[src/rtl/dse_pkg.sv]
package dse_pkg;
    typedef enum logic [1:0] {
        ST_IDLE = 2'd0,
        ST_FIRE = 2'd1,
        ST_WAIT = 2'd2
    } dse_state_e;

    typedef enum logic {
        PH_SAR   = 1'b0,
        PH_TRACK = 1'b1
    } dse_phase_e;
endpackage

[src/rtl/dse_settle_timer.sv]
module dse_settle_timer #(
    parameter int SETTLE = 4
) (
    input  logic clk,
    input  logic rst_n,
    input  logic load_i,
    output logic expired_o
);
    localparam int CNT_W = (SETTLE > 1) ? $clog2(SETTLE) : 1;

    typedef struct packed {
        logic             active;
        logic [CNT_W-1:0] cnt;
    } tmr_t;

    tmr_t t_d, t_q;

    always_comb begin
        t_d = t_q;
        if (load_i) begin
            t_d.active = 1'b1;
            t_d.cnt    = CNT_W'(SETTLE - 1);
        end else if (t_q.active) begin
            if (t_q.cnt == '0) t_d.active = 1'b0;
            else               t_d.cnt    = t_q.cnt - 1'b1;
        end
    end

    always_ff @(posedge clk) begin
        if (!rst_n) t_q <= '0;
        else        t_q <= t_d;
    end

    assign expired_o = t_q.active && (t_q.cnt == '0);
endmodule

[src/rtl/dse_code_stepper.sv]
module dse_code_stepper
    import dse_pkg::*;
#(
    parameter int CODE_W = 10,
    parameter int IDX_W  = 4
) (
    input  dse_phase_e        phase_i,
    input  logic [CODE_W-1:0] code_i,
    input  logic [IDX_W-1:0]  idx_i,
    input  logic              sample_i,
    output logic [CODE_W-1:0] next_code_o,
    output logic              sar_last_o,
    output logic              floor_err_o,
    output logic              ceil_err_o
);
    localparam logic [CODE_W-1:0] CODE_MAX = {CODE_W{1'b1}};

    logic [CODE_W-1:0] trial_bit;
    logic [CODE_W-1:0] resolved;

    always_comb begin
        trial_bit  = CODE_W'(1) << idx_i;
        resolved   = sample_i ? (code_i & ~trial_bit) : code_i;
        sar_last_o = (idx_i == '0);
        if (phase_i == PH_SAR)
            next_code_o = sar_last_o ? resolved : (resolved | (trial_bit >> 1));
        else
            next_code_o = sample_i ? (code_i - 1'b1) : (code_i + 1'b1);
        floor_err_o = (phase_i == PH_TRACK) && sample_i  && (code_i == '0);
        ceil_err_o  = (phase_i == PH_TRACK) && !sample_i && (code_i == CODE_MAX);
    end
endmodule

[src/rtl/delay_edge_search.sv]
module delay_edge_search
    import dse_pkg::*;
#(
    parameter int CODE_W = 10,
    parameter int SETTLE = 4,
    parameter int LOCK_K = 4
) (
    input  logic              clk,
    input  logic              rst_n,
    input  logic              start_i,
    input  logic              sample_i,
    output logic              trig_o,
    output logic [CODE_W-1:0] code_o,
    output logic              done_o,
    output logic              locked_o,
    output logic              range_err_o
);
    localparam int IDX_W = $clog2(CODE_W);
    localparam int ALT_W = $clog2(LOCK_K + 1);

    typedef struct packed {
        dse_state_e        st;
        dse_phase_e        ph;
        logic [CODE_W-1:0] code;
        logic [IDX_W-1:0]  idx;
        logic [ALT_W-1:0]  alt;
        logic              prev;
        logic              have_prev;
        logic              done;
        logic              locked;
        logic              rerr;
    } regs_t;

    regs_t r_d, r_q;

    logic              settled;
    logic [CODE_W-1:0] step_code;
    logic              sar_last;
    logic              floor_err;
    logic              ceil_err;
    logic [ALT_W-1:0]  alt_next;

    assign trig_o = (r_q.st == ST_FIRE);

    dse_settle_timer #(.SETTLE(SETTLE)) u_timer (
        .clk       (clk),
        .rst_n     (rst_n),
        .load_i    (trig_o),
        .expired_o (settled)
    );

    dse_code_stepper #(.CODE_W(CODE_W), .IDX_W(IDX_W)) u_step (
        .phase_i     (r_q.ph),
        .code_i      (r_q.code),
        .idx_i       (r_q.idx),
        .sample_i    (sample_i),
        .next_code_o (step_code),
        .sar_last_o  (sar_last),
        .floor_err_o (floor_err),
        .ceil_err_o  (ceil_err)
    );

    // alternation count: grows on a change of sample, restarts otherwise
    assign alt_next = (r_q.have_prev && (sample_i != r_q.prev)) ? r_q.alt + 1'b1 : '0;

    always_comb begin
        r_d = r_q;
        unique case (r_q.st)
            ST_IDLE: begin
                if (start_i) begin
                    r_d.st        = ST_FIRE;
                    r_d.ph        = PH_SAR;
                    r_d.code      = CODE_W'(1) << (CODE_W - 1);
                    r_d.idx       = IDX_W'(CODE_W - 1);
                    r_d.alt       = '0;
                    r_d.have_prev = 1'b0;
                    r_d.done      = 1'b0;
                    r_d.locked    = 1'b0;
                    r_d.rerr      = 1'b0;
                end
            end
            ST_FIRE: r_d.st = ST_WAIT;
            ST_WAIT: begin
                if (settled) begin
                    if (r_q.ph == PH_SAR) begin
                        r_d.code = step_code;
                        r_d.st   = ST_FIRE;
                        if (sar_last) r_d.ph  = PH_TRACK;
                        else          r_d.idx = r_q.idx - 1'b1;
                    end else if (floor_err || ceil_err) begin
                        r_d.rerr = 1'b1;
                        r_d.done = 1'b1;
                        r_d.st   = ST_IDLE;
                    end else begin
                        r_d.prev      = sample_i;
                        r_d.have_prev = 1'b1;
                        r_d.alt       = alt_next;
                        if (alt_next == ALT_W'(LOCK_K)) begin
                            r_d.locked = 1'b1;
                            r_d.done   = 1'b1;
                            r_d.st     = ST_IDLE;
                        end else begin
                            r_d.code = step_code;
                            r_d.st   = ST_FIRE;
                        end
                    end
                end
            end
            default: r_d.st = ST_IDLE;
        endcase
    end

    always_ff @(posedge clk) begin
        if (!rst_n) begin
            r_q    <= '0;
            r_q.st <= ST_IDLE;
            r_q.ph <= PH_SAR;
        end else begin
            r_q <= r_d;
        end
    end

    assign code_o      = r_q.code;
    assign done_o      = r_q.done;
    assign locked_o    = r_q.locked;
    assign range_err_o = r_q.rerr;
endmodule

[config.mk]
export PLATFORM = sky130hd
export DESIGN_NAME = delay_edge_search
export DESIGN_NICKNAME = d
export VERILOG_FILES = /design/src/rtl/dse_pkg.sv /design/src/rtl/dse_settle_timer.sv /design/src/rtl/dse_code_stepper.sv /design/src/rtl/delay_edge_search.sv
export SDC_FILE = /design/constraint.sdc
export NUM_CORES = 1
export LEC_CHECK = 0
export BUFFER_PORTS_ARGS = -buffer_cell sky130_fd_sc_hd__buf_2
export CAP_MARGIN = 20
export CORE_UTILIZATION = 42
export DETAILED_ROUTE_END_ITERATION = 16
export MAX_ROUTING_LAYER = met4
export SYNTH_ARGS = -nofsm -noshare
export SYNTH_HDL_FRONTEND = slang
export SYNTH_SLANG_ARGS = --single-unit
[constraint.sdc]
create_clock -name clk -period 2.51 [get_ports clk]
set_input_delay 0.3765 -clock clk [delete_from_list [all_inputs] [get_ports clk]]
set_output_delay 0.3765 -clock clk [all_outputs]
set_load 0.03 [all_outputs]
==> results of run 1 <==
[layer usage]
metal | up-vias | wire length [µm] | GRT usage [%]
li1 | 1000 | - | -
met1 | 951 | 2570 | 31.9
met2 | 66 | 2420 | 34.4
met3 | 4 | 283 | 3.45
met4 | 0 | 33 | 3.27
met5 | - | 0 | -
[worst max-delay path by stage]
stage                      endpoint  cells after the start
final                     code_o[8]                      7
after global routing      code_o[3]                      7
after CTS                 code_o[8]                      7
after detailed placement  code_o[8]                      8
after global placement    code_o[8]                      8
after floorplan           code_o[8]                     10
[power by group through the flow]
stage               clock, mW  sequential [mW]  combinational [mW]
finish                  0.243            0.487               0.231
global placement            0            0.497               0.226
detailed placement          0            0.497               0.228
floorplan                   0            0.482               0.188
CTS                     0.255            0.487               0.228
global route            0.272            0.490               0.258
[sequential cells by signal, summed over array words and instances (netlist names)]
register / cells
code_o: 10
range_err_o: 1
r_q: 12
u_timer.t_q: 3
locked_o: 1
done_o: 1
[placed cells by master (no fill, tap or decap), drive strengths merged, types with 3 or more instances in the layout]
cell type | Yosys | routed
a211oi | 4 | 4
a21boi | 3 | 3
a21o | 4 | 4
a21oi | 25 | 25
a221oi | 3 | 3
a31oi | 7 | 7
buf | 16 | 27
clkbuf | 6 | 3
dfxtp | 28 | 28
ha | 15 | 15
inv | 11 | 11
nand2 | 21 | 21
nand2b | 8 | 8
nand3 | 18 | 18
nand4 | 6 | 6
nor2 | 25 | 25
nor2b | 4 | 4
nor3 | 10 | 10
o211ai | 3 | 3
o21ai | 15 | 15
o31ai | 6 | 6
xnor2 | 4 | 4
xor2 | 4 | 4
[critical path: stages (launching register included)]
cell	delay, ps
dfxtp_1	350
ha_1	240
xor2_1	150
nand4_1	170
a31oi_4	120
a21boi_0	770
o211ai_1	240
a21oi_2	170
[area by class of cell]
| type | instances | area, µm² |
|---|---|---|
| Tap cell | 67 | 83.8 |
| Timing Repair Buffer | 27 | 160 |
| Fill cell | 476 | 2530 |
| Inverter | 12 | 45.0 |
| Sequential cell | 28 | 561 |
| Clock buffer | 3 | 41.3 |
| Multi-Input combinational cell | 211 | 1360 |
[kinds of logic (layout without fill, tap and decap cells)]
| logic type | Yosys count | after routing | synth area share, % |
|---|---|---|---|
| compound gates | 81 | 81 | 25.7 |
| xor+xnor | 8 | 8 | 3.31 |
| fa+ha+maj | 16 | 16 | 9.82 |
| buf+inv | 34 | 42 | 9.11 |
| flops | 28 | 28 | 26.5 |
| simple gates | 106 | 106 | 25.6 |
==> results.toml, run 1 <==
[status]
outcome = "complete, no violations"

[clocking]
cts_root_buf = "clkbuf_8"
clockBufferDepth = 2
clkLatencyLatePin_ps = 270
h-tree-depth = 1
ctsHoldBuffers = 0
cts_setup_buffers = 0
cts-resized-gates = 0
clk_pin_slew_ps = 90
cts_tree = "done"
cts_inserted_buffers = 3
cts_num_sinks = 28

[logic_synthesis]
synth_seq_cells = 28
synth.avg_cell_area_um2 = 7.75
synth_edf_count = 0
synthTopCellsByArea = "dfxtp_1 (27%), ha_1 (8.9%), a21oi_1 (5.4%)"
ys_warn_count = 0
synth_top_cell_by_area = "dfxtp_1"
async_reset_ff_share_pct = 0
syn_nets = 293
synth_common_cells = "dfxtp_1 (28), nor2_1 (25), a21oi_1 (23)"
ys_seq_area_share_pct = 26.5
syn-instance-count = 273
synth_cell_types = 50
netlist.area_leader.share_pct = 26.5
synth_area_um2 = 2110
synth_ff_type = "dfxtp_1"
yosysMostFrequentCell = "dfxtp_1"

[place]
dp.cells = 345
gp_congestion = 0.884
post-dp-hpwl_um = 3990
placed_cell_area_um2 = 2210
port_buffers = 17
place_ws_ps = 136

[sta]
skew_ps = 5.72
maxSlewViolCount = 0
setup_tns_ps = 0
grt_setup_unrepaired = "false"
finalSetupViolCount = 0
fmax_ghz = 0.438
final_hold_viol_count = 0
finalCritPeriodShare_pct = 91.0
worstMarginPinSlew_ps = 952
relSlewSlack_pct = 35.9
setup_ws_ps = 225
fin_hold_ws_ps = 473
finalCriticalPeriod_ps = 2290

[layout]
diodes = 0
final_util_pct = 47.1
final_area_um2 = 2250
layout-drive-gt1-share_pct = 14.6
syn_to_final_growth_pct = 6.51
finalNonFillerCells = 348
nets = 303

[power_and_ir_drop]
clock_power_share_pct = 25.3
switchingPower_mw = 0.306
irDropWorstVdd_mv = 0.382
power_frac_comb_pct = 24.0
power.leakage_nw = 0.883
power_density_nw_per_um2 = 427
intPower_mw = 0.655
finalPower_mw = 0.961
sequentialPowerShare_pct = 50.7
switching_share_pct = 31.8

[setup_path]
regToRegStartpoint = "r_q[5]"
end_kind = "flip-flop"
path_class = "reg -> reg"
worstSetupStartpoint = "r_q[5]"
startpoint_type = "flip-flop"
timing.rr.end = "code_o[8]"
reg2reg_setup_slack_ps = 220
arrival_ps = 2480
critPathMaxFanout = 6
required_ps = 2710
ff2ff_path_depth = 7

[min_path]
worstHoldPathType = "reg -> reg"
hold_path_startpoint = "locked_o"
hold_path_depth = 2
holdPathEnd = "locked_o"

[global_route]
grt_pass1_wl_um = 8940
gr-total-overflow = 0
grt_max_degree = 18
grt_use_total_pct = 22.4
grt_pass1_vias = 1807
grt_antenna_before_repair = 0

[routing]
via_count = 2021
drt_iter0_markers = 190
final_antenna_net_count = 0
remaining_drc_errors = 0
vias_per_cell = 5.81
drt_wl_total_um = 5310
firstDrtPassIters = 5
wl_per_cell_um = 15.2

[floorplanning]
die_area_um2 = 5320
fp.dieW_um = 73.0
die_h_um = 73.0
io_pins = 18
core_um2 = 4790
start_util_pct = 44.2
std_cell_rows = 25

[flow_run]
drv_cap = 0
No activity file was read; power rests on OpenSTA's default activity.
==> run 2: changes to the inputs <==
- ABC_AREA: not set -> 1
- CORE_MARGIN: not set -> 2
==> run 2 against run 1 <==
Effect of this change:
- non-clock buffer count shrank 9
- critical endpoint is now code_o[9]
- cell count grew 34%
- combinational power grew to 3.3 times the previous value
- critical path depth grew 4
- clock skew grew 0.77 ps
- via count grew 15%
- synthesized area grew 17%
- setup slack gained 450 ps
- first-iteration DRC count shrank 8.9%
- utilization shrank 2.3 points
==> results.toml, run 2 <==
[setup_path]
critPathMaxStageDelay_ps = 530
reg2reg_setup_slack_ps = 670
critPathMaxFanout = 8
crit_top_cell = "nand2_1"
critical_path.top_delay_family = "simple AND/OR/NAND/NOR gates"
cp_cell_sequence = "ha_1 > nand2_1 > nand2_1 > a21oi_1 > nand3_1 > nand2_1 > nand3_1 > nand2_1 > inv_1 > nor2_1 > nor2_1"
arrival_ps = 2020
required_ps = 2690
startpoint_type = "flip-flop"
path_class = "reg -> reg"
end_kind = "flip-flop"
path_buf_inv = 1
ff2ff_path_depth = 11
slowest_stage = "dfxtp_1"
regToRegStartpoint = "code_o[6]"
timing.rr.end = "code_o[9]"

[logic_synthesis]
synth_top_family_by_area = "simple AND/OR/NAND/NOR gates"
synth_area_um2 = 2480
async_reset_ff_share_pct = 0
netlist.area_leader.share_pct = 22.6
syn_nets = 411
synthTopCellsByArea = "dfxtp_1 (23%), nand2_1 (16%), inv_1 (7.7%)"
synth_fa_ha_area_share_pct = 8.36
ys_warn_count = 0
synth_edf_count = 0
yosys.area_share.simple_pct = 39.1
synth.avg_cell_area_um2 = 6.35
synth-compound-area-share_pct = 14.0
synth_ff_type = "dfxtp_1"
synth_top_cell_by_area = "dfxtp_1"
syn-instance-count = 391
synth_seq_cells = 28
synth_cell_types = 43
synth_common_cells = "nand2_1 (109), inv_1 (51), nor2_1 (39)"
ys_seq_area_share_pct = 22.6
yosysMostFrequentCell = "nand2_1"
synth-xor-area-share_pct = 1.06
synthMuxAreaShare_pct = 0

[global_route]
grt_pass1_wl_um = 9850
grt_use_total_pct = 19.9
grt_pass1_vias = 2097
grt_max_degree = 17
gr-total-overflow = 0
grt_antenna_before_repair = 0

[power_and_ir_drop]
power_density_nw_per_um2 = 660
finalPower_mw = 1.72
power.leakage_nw = 1.27
irDropWorstVdd_mv = 0.383

[layout]
syn_to_final_growth_pct = 4.79
final_util_pct = 44.8
seqCellArea_um2 = 561
largest_reg_flops = 12
layout_common_cells = "nand2_1 (109), inv_1 (51), nor2_1 (39), dfxtp_1 (28), a21oi_1 (25)"
nets = 414
multi_input_comb_area_um2 = 1550
final_common_cell = "nand2_1"
fillers = 642
top_register = "r_q"
finalNonFillerCells = 468
layout-drive-gt1-share_pct = 15.5
diodes = 0

[floorplanning]
io_pins = 18
die_area_um2 = 6540
core_um2 = 5820
start_util_pct = 42.7
die_h_um = 80.9
std_cell_rows = 28
fp.dieW_um = 80.9

[clocking]
clk_pin_slew_ps = 100
cts_setup_buffers = 0
h-tree-depth = 1
cts_inserted_buffers = 3
ctsHoldBuffers = 0
cts_root_buf = "clkbuf_8"
clkLatencyLatePin_ps = 280
cts_tree = "done"
cts_num_sinks = 28
cts-resized-gates = 0
clockBufferDepth = 2

[sta]
grt_setup_unrepaired = "false"
worstMarginPinSlew_ps = 602
finalCriticalPeriod_ps = 1840
maxSlewViolCount = 0
final_hold_viol_count = 0
finalCritPeriodShare_pct = 73.2
fin_hold_ws_ps = 452
skew_ps = 6.49
finalSetupViolCount = 0
setup_tns_ps = 0
relSlewSlack_pct = 59.8
fmax_ghz = 0.544

[min_path]
holdPathEnd = "locked_o"
hold_path_depth = 2
hold_path_startpoint = "locked_o"
worstHoldPathType = "reg -> reg"

[flow_run]
drv_cap = 0

[routing]
vias_per_cell = 4.99
wl_per_cell_um = 12.7
drt_iter0_markers = 173
final_antenna_net_count = 0
drt_wl_total_um = 5940
via_count = 2334
firstDrtPassIters = 5
remaining_drc_errors = 0

[place]
dp.cells = 464
post-dp-hpwl_um = 4560
gp_congestion = 0.959
port_buffers = 17

[status]
outcome = "complete, no violations"
run 2: cell count changes after synthesis, sizes merged, moves of 4 or more:
cell	before	now
a21oi	25	29
nand2	21	121
o21ai	15	19
nor2b	4	0
inv	11	59
nand2b	8	0
o31ai	6	0
nor2	25	42
a21o	4	0
nand3	18	24
nor3	10	3
nand4	6	11
run 2: power by group:
part	switching, mW	internal (mW)
sequential	0.0838	0.506
clock	0.149	0.214
combinational	0.521	0.244
total	0.754	0.964
run 2: area by class of cell:
class                           instances  share of cell area (%)
Clock buffer                            3                    1.59
Clock inverter                          1                    1.15
Inverter                               60                    8.85
Multi-Input combinational cell        283                    59.7
Sequential cell                        28                    21.5
Tap cell                               75                    3.61
Timing Repair Buffer                   18                    3.56
run 2: cell families (layout without fill, tap and decap cells):
| logic type | Yosys count | after routing |
|---|---|---|
| and+or+nand+nor | 204 | 204 |
| buffers and inverters | 80 | 82 |
| adders and majority gates | 16 | 16 |
| AOI/OAI and AO/OA | 60 | 60 |
| xor gates and xnor gates | 3 | 3 |
| DFF | 28 | 28 |
run 2: worst max-delay path by stage:
| stage | from | endpoint | slack [ps] | depth (start not counted) |
|---|---|---|---|---|
| finish | code_o[6] | code_o[9] | 670 | 11 |
| CTS | code_o[6] | code_o[9] | 670 | 11 |
| global placement | sample_i | code_o[8] | 440 | 12 |
| global route | code_o[0] | code_o[8] | 490 | 11 |
| detailed placement | sample_i | code_o[8] | 400 | 12 |
| floorplan | sample_i | code_o[8] | 690 | 13 |
run 2: metal layers:
layer  global-route usage, %  vias to the layer above  wire length [µm]
li1                        -                     1241                 -
met1                    27.1                     1025              2860
met2                    31.5                       59              2710
met3                    2.33                        9               285
met4                    4.75                        0                86
met5                       -                        -                 0
run 2: worst min-delay path, stage by stage (launching register included):
cell	delay, ps
dfxtp_1	320
inv_1	40
a21oi_1	50
run 2: through the flow:
stage	cell area [µm²]	worst slack, ps
4_1_cts	2600	666
3_5_place_dp	2530	399
6_report	2600	673
2_1_floorplan	2480	690
5_1_grt	2600	491
3_3_place_gp	2530	438
==> run 3: changes to the inputs <==
- clock period: 2.51 -> 1.75 ns (I/O delays scaled with it)
==> run 3 against run 2 <==
Effect of this change:
- fmax is 13% higher
- highest routed layer unchanged
- sequential power is 42% higher
- cell count is 8.5% higher
- via count is 9.2% higher
- first-iteration DRC count is 13% lower
- combinational power is 71% higher
- clock-buffer cell count stayed put
- sequential share of layout area is 2.2 points lower
- largest power group unchanged
- flip-flop and latch count stayed put
- critical path depth is 3 lower
- clock skew is 0.84 ps lower
- utilization is 6.3 points higher
==> results.toml, run 3 (synthesized netlist as in run 2, its figures left out) <==
[status]
outcome = "complete, no violations"

[power_and_ir_drop]
power_density_nw_per_um2 = 904
finalPower_mw = 2.69
clock_power_share_pct = 19.8
power_frac_comb_pct = 48.9
intPower_mw = 1.54
sequentialPowerShare_pct = 31.2
switching_share_pct = 42.5
irDropWorstVdd_mv = 0.498
switchingPower_mw = 1.14
power.leakage_nw = 1.48

[floorplanning]
io_pins = 18
fp.dieW_um = 80.9
die_area_um2 = 6540
std_cell_rows = 28
die_h_um = 80.9
core_um2 = 5820
start_util_pct = 42.7

[routing]
final_antenna_net_count = 0
remaining_drc_errors = 0
wl_per_cell_um = 12.6
firstDrtPassIters = 5
vias_per_cell = 5.02
via_count = 2548
drt_wl_total_um = 6390
drt_iter0_markers = 151

[min_path]
worstHoldPathType = "in -> reg"
holdPathEnd = "u_timer.t_q[0]"
hold_path_depth = 3
hold_path_startpoint = "rst_n"

[global_route]
grt_use_total_pct = 21.2
grt_antenna_before_repair = 0
grt_max_degree = 17
grt_pass1_wl_um = 10800
gr-total-overflow = 0
grt_pass1_vias = 2356

[layout]
diodes = 0
layout-drive-gt1-share_pct = 26.3
layout_common_cells = "nand2_1 (108), inv_1 (50), buf_4 (40), nor2_1 (38), a21oi_1 (25)"
syn_to_final_growth_pct = 19.6
largest_reg_flops = 12
finalNonFillerCells = 508
nets = 454
top_register = "r_q"
final_common_cell = "nand2_1"

[sta]
worstMarginPinSlew_ps = 612
finalSetupViolCount = 0
final_hold_viol_count = 0
skew_ps = 5.65
maxSlewViolCount = 0
finalCritPeriodShare_pct = 92.6
fmax_ghz = 0.617
relSlewSlack_pct = 59.2
finalCriticalPeriod_ps = 1620

[clocking]
h-tree-depth = 1
cts_tree = "done"
clkLatencyLatePin_ps = 280
cts_root_buf = "clkbuf_8"
cts_num_sinks = 28
cts_inserted_buffers = 3
clk_pin_slew_ps = 110
clockBufferDepth = 2

[place]
port_buffers = 17
dp.cells = 503
post-dp-hpwl_um = 5140
gp_congestion = 0.918

[setup_path]
critPathMaxFanout = 4
startpoint_type = "flip-flop"
timing.rr.end = "code_o[6]"
ff2ff_path_depth = 8
path_class = "reg -> reg"
required_ps = 1900
end_kind = "flip-flop"
arrival_ps = 1770
reg2reg_setup_slack_ps = 130
regToRegStartpoint = "r_q[5]"

[flow_run]
drv_cap = 0
-- run 3: layer usage --
| layer | global-route usage (%) | up-vias | share of wire [%] |
|---|---|---|---|
| met5 | - | - | 0 |
| met3 | 1.78 | 7 | 3.1 |
| met4 | 4.92 | 0 | 1.3 |
| li1 | - | 1337 | - |
| met1 | 27.8 | 1150 | 48 |
| met2 | 35.6 | 54 | 47 |
-- run 3: area by class of cell --
type | count | area [µm²]
inverter | 60 | 233
tap | 75 | 93.8
clock buffer | 3 | 41.3
clock inverter | 1 | 30.0
fill | 602 | 2840
multi-input combinational | 283 | 1590
sequential | 28 | 576
timing repair buffer | 58 | 405
-- run 3: power by group through the flow --
stage                     Sequential (mW)  Combinational (mW)  Clock [mW]
after floorplan                     0.844               0.929           0
after global placement              0.841                1.26           0
after detailed placement            0.844                1.27           0
after CTS                           0.829                1.27       0.546
after global routing                0.853                1.48       0.572
final                               0.839                1.31       0.533
-- run 3: through the flow --
stage / utilization (%) / setup WS [ps] / TNS, ps / area, µm² / hold WS [ps]
floorplan: - / 44.2 / 0 / 2480 / 403
global placement: 48.8 / -67.1 / -209 / 2840 / 439
detailed placement: 48.8 / -101 / -271 / 2840 / 444
CTS: 50.0 / 9.88 / 0 / 2910 / 325
global route: 51.1 / -4.33 / -4.33 / 2970 / 347
finish: 51.1 / 130 / 0 / 2970 / 332
-- run 3: worst max path at each step --
stage / from / endpoint
4_1_cts: code_o[1] / code_o[8]
3_5_place_dp: sample_i / code_o[9]
6_report: r_q[5] / code_o[6]
3_3_place_gp: sample_i / code_o[8]
5_1_grt: code_o[2] / code_o[9]
2_1_floorplan: sample_i / code_o[8]
-- run 3: what timing repair did --
item / CTS / global route
setup endpoints to repair: 0 / 12
setup buffers: 0 / 1
hold buffers: 0 / 0
gates resized for setup: 0 / 19
endpoints found under the hold margin: 0 / 0
-- run 3: worst max-delay path: stages, from the launching register on --
cell and delay (ps):
dfxtp_1 350, ha_1 310, nor2_1 220, nand3_2 140, nand2_4 110, nand2_4 70
buf_4 150, nand4_1 80, a21oi_2 50
